==> config.mk <==
export PLATFORM = sky130hd
export DESIGN_NAME = rcs_reset_cause
export DESIGN_NICKNAME = d
export VERILOG_FILES = /design/src/rtl/rcs_pkg.sv /design/src/rtl/rcs_bus_decode.sv /design/src/rtl/rcs_flag_next.sv /design/src/rtl/rcs_flag_store.sv /design/src/rtl/rcs_reset_cause.sv
export SDC_FILE = /design/constraint.sdc
export NUM_CORES = 1
export LEC_CHECK = 0
export BUFFER_PORTS_ARGS = -buffer_cell sky130_fd_sc_hd__buf_2
export CORE_AREA = 2 2 39 41
export DETAILED_ROUTE_END_ITERATION = 6
export DIE_AREA = 0 0 41 43
export HOLD_SLACK_MARGIN = 0.15
export PLACE_DENSITY = 0.43
export SYNTH_ARGS = -nofsm -noshare
export SYNTH_HDL_FRONTEND = slang
export SYNTH_HIERARCHICAL = 1
export SYNTH_SLANG_ARGS = --single-unit
==> constraint.sdc <==
create_clock -name clk -period 1.05 [get_ports clk]
set_clock_uncertainty 0.05 [all_clocks]
set_input_delay 0.1575 -clock clk [delete_from_list [all_inputs] [get_ports clk]]
set_output_delay 0.1575 -clock clk [all_outputs]
set_load 0.1 [all_outputs]
==> src/rtl/rcs_pkg.sv <==
package rcs_pkg;

    parameter int unsigned NUM_SRC   = 7;
    parameter int unsigned FIELD_LSB = 1;
    localparam int unsigned DATA_W   = NUM_SRC + FIELD_LSB;

    // Source index inside the flag vector; register bit = index + FIELD_LSB.
    typedef enum int unsigned {
        SRC_LOWV    = 0,
        SRC_FORCED  = 1,
        SRC_BADADDR = 2,
        SRC_BADOP   = 3,
        SRC_WDOG    = 4,
        SRC_EXTPIN  = 5,
        SRC_PWRON   = 6
    } src_e;

    typedef logic [NUM_SRC-1:0] src_vec_t;

    typedef struct packed {
        logic sel;
        logic rnw;
    } bus_cyc_t;

    function automatic logic [DATA_W-1:0] pack_flags(src_vec_t f);
        logic [DATA_W-1:0] v;
        v = '0;
        v[DATA_W-1:FIELD_LSB] = f;
        return v;
    endfunction

endpackage

==> src/rtl/rcs_bus_decode.sv <==
module rcs_bus_decode
    import rcs_pkg::*;
(
    input  bus_cyc_t cyc,
    output logic     rd_clr
);
    always_comb begin
        rd_clr = cyc.sel && cyc.rnw;
    end
endmodule

==> src/rtl/rcs_flag_next.sv <==
module rcs_flag_next #(
    parameter int unsigned N       = 7,
    parameter int unsigned PWR_IDX = 6
) (
    input  logic [N-1:0] req,
    input  logic [N-1:0] cur,
    input  logic         rd_clr,
    output logic [N-1:0] nxt
);
    logic keep;

    always_comb begin
        keep = !req[PWR_IDX] && !rd_clr;
    end

    for (genvar g = 0; g < N; g++) begin : g_bit
        assign nxt[g] = req[g] | (cur[g] & keep);
    end
endmodule

==> src/rtl/rcs_flag_store.sv <==
module rcs_flag_store #(
    parameter int unsigned N = 7
) (
    input  logic         clk,
    input  logic         rst,
    input  logic [N-1:0] nxt,
    output logic [N-1:0] cur
);
    for (genvar g = 0; g < N; g++) begin : g_ff
        always_ff @(posedge clk) begin
            if (rst) cur[g] <= 1'b0;
            else     cur[g] <= nxt[g];
        end
    end
endmodule

==> src/rtl/rcs_reset_cause.sv <==
module rcs_reset_cause
    import rcs_pkg::*;
(
    input  logic              clk,
    input  logic              rst,
    input  logic              pwron_req,
    input  logic              extpin_req,
    input  logic              wdog_req,
    input  logic              badop_req,
    input  logic              badaddr_req,
    input  logic              forced_req,
    input  logic              lowv_req,
    input  logic              bus_sel,
    input  logic              bus_rnw,
    output logic [DATA_W-1:0] rd_data
);
    src_vec_t req;
    src_vec_t cur;
    src_vec_t nxt;
    bus_cyc_t cyc;
    logic     rd_clr;

    always_comb begin
        req = '0;
        req[SRC_PWRON]   = pwron_req;
        req[SRC_EXTPIN]  = extpin_req;
        req[SRC_WDOG]    = wdog_req;
        req[SRC_BADOP]   = badop_req;
        req[SRC_BADADDR] = badaddr_req;
        req[SRC_FORCED]  = forced_req;
        req[SRC_LOWV]    = lowv_req;
        cyc.sel = bus_sel;
        cyc.rnw = bus_rnw;
    end

    rcs_bus_decode u_dec (
        .cyc    (cyc),
        .rd_clr (rd_clr)
    );

    rcs_flag_next #(
        .N       (NUM_SRC),
        .PWR_IDX (int'(SRC_PWRON))
    ) u_next (
        .req    (req),
        .cur    (cur),
        .rd_clr (rd_clr),
        .nxt    (nxt)
    );

    rcs_flag_store #(.N(NUM_SRC)) u_store (
        .clk (clk),
        .rst (rst),
        .nxt (nxt),
        .cur (cur)
    );

    always_comb begin
        rd_data = pack_flags(cur);
    end
endmodule

==> results.yml <==
detailed_routing:
  antenna_left: 0
  drt-pass1-iter-count: 1
  drc: 0
  wl_per_cell_um: 8.93
  via_per_inst: 3.81
  dr.first_iter.drc_count: 0
  vias: 255
  drt_wl_total_um: 598
clock_network:
  htree_levels: 1
  numCtsBuffers: 3
  clkTransAtPathRegs_ns: 0.05
  cts_tree: "done"
  root_buffer: "clkbuf_4"
  clk_latency_ns: 0.24
  clock_path_buffers: 2
  clkSinkCount: 7
flow_run:
  maxCapViolations: 0
timing:
  setup_viol: 0
  slew_violations: 0
  rsz0062_at_grt: "false"
  setup_tns_ns: 0
  clock.fmax_ghz: 1.01
  fin_crit_sh_pct: 94.5
  min_period_ns: 0.992
  hold_violations: 0
setup_path:
  worstPathArrival_ns: 1.07
  crit_type: "input pin to register"
  startpoint_type: "input pin"
  critPathMaxFanout: 1
  crit_path_end_kind: "register"
  required_ns: 1.13
synthesis:
  synth_nets: 37
  synth.top_cell.area_share_pct: 52.1
  ys_seq_elements: 7
  avgSynthCellArea_um2: 10.3
  synthTopCellsByArea: "dfxtp_1 52%, a21o_1 20%, nor2b_1 16%"
  ys_seq_area_share_pct: 52.1
  synth.largest_area_cell: "dfxtp_1"
  synth_cell_types: 8
  postSynthCellCount: 26
  yosys_warnings: 6
  synth_area_um2: 269
floorplan:
  die_w_um: 41
  dieArea_um2: 1760
  die_y_um: 43
  io_pins: 19
  core-area_um2: 1380
  start_util_pct: 19.4
  num_rows: 14
finish:
  n_antenna_cell: 0
  largest_register_ffs: 7
  finish.net_count: 63
  largest-register: "u_store/cur"
  drive_above_1_share_pct: 54.9
  finalNonFillerCells: 67
  stdcell_area_um2: 557
  utilization_pct: 40.2
  area_growth_pct: 107
  largestRegisters: "u_store/cur: 7 flops"
place:
  placed_cells: 58
  place_congestion: 0.559
  postPlaceCellArea_um2: 480
  portBuffers: 17
global_route:
  grt_pass1_vias: 231
  overflow: 0
  track_usage_pct: 7.65
  grt_max_degree: 8
  grt_pass1_wl_um: 876
  antenna_found_initial: 0
pwr:
  p_leak_nw: 0.270
  peakVddDrop_uv: 766
  powerDensity_nw_per_um2: 1480
  total_power_mw: 0.824
worst_hold_path:
  hold_path_class: "input pin to register"
run_status:
  status: "finished, final reports clean"
-- cells by family (layout without fill, tap and decap cells) --
logic type	count (synthesis)	in the layout	share of synthesized area [%]
AND/OR/NAND/NOR	9	9	22.8
flip-flops	7	7	52.1
AO/OA/AOI/OAI	7	7	19.5
other	1	1	1.39
buffers and inverters	2	27	4.19
-- path summary, 6_finish.rpt --
check | endpoint | startpoint | slack, ns | cells past startpoint
worst max-delay path | u_store/cur[0]$_SDFF_PP0_ | lowv_req | 0.06 | 4
worst min-delay path | u_store/cur[1]$_SDFF_PP0_ | forced_req | 0.16 | 3
worst max register to register | u_store/cur[6]$_SDFF_PP0_ | u_store/cur[6]$_SDFF_PP0_ | 0.28 | 2
worst min register to register | u_store/cur[3]$_SDFF_PP0_ | u_store/cur[3]$_SDFF_PP0_ | 0.54 | 2
-- what timing repair did --
action,CTS,global route
setup buffers,0,0
gates resized for setup,0,0
hold endpoints to repair,7,0
hold buffers,5,0
-- cells in the final DEF (no fill, tap or decap), drive strengths merged --
cell type and count:
and2 1, dfxtp 7, conb 1, nor2b 7, dlygate4sd3 5, buf 17, a21o 7, inv 1
nor2 1, clkbuf 4
-- cell usage after synthesis --
master   n
dfxtp_1  7
and2_1   1
a21o_1   7
nor2_4   1
conb_1   1
inv_1    1
nor2b_1  7
buf_4    1
-- cell type report --
cell class / count / area (um^2)
fillers: 130 / 827
repair buffers: 22 / 240
flip-flops and latches: 7 / 149
multi-input cells: 17 / 118
clock buffers: 4 / 26.3
well taps: 16 / 20.0
inverters: 1 / 3.75
-- per-layer routing --
metal,track usage [%],wire length (um)
met2,9.38,253
met4,6.00,7
met5,0,0
met3,4.19,88
met1,9.42,250
-- through the flow --
stage	worst slack [ns]	hold WS (ns)
6_report	0.0582	0.161
5_1_grt	0.0360	0.166
4_1_cts	0.0565	0.157
3_5_place_dp	0.0514	0.374
3_3_place_gp	0.0771	0.370
2_1_floorplan	0.0172	0.172
-- power breakdown --
group	total [mW]	internal (mW)	switching, mW	leakage, nW
clock	0.234	0.144	0.0895	0.0150
sequential	0.306	0.288	0.0178	0.0601
combinational	0.284	0.112	0.173	0.195
-- critical path, cell delays in order --
cell and delay (ns):
dlygate4sd3_1 0.54, buf_2 0.12, a21o_1 0.14, nor2b_1 0.12
No activity file was read; power rests on OpenSTA's default activity.
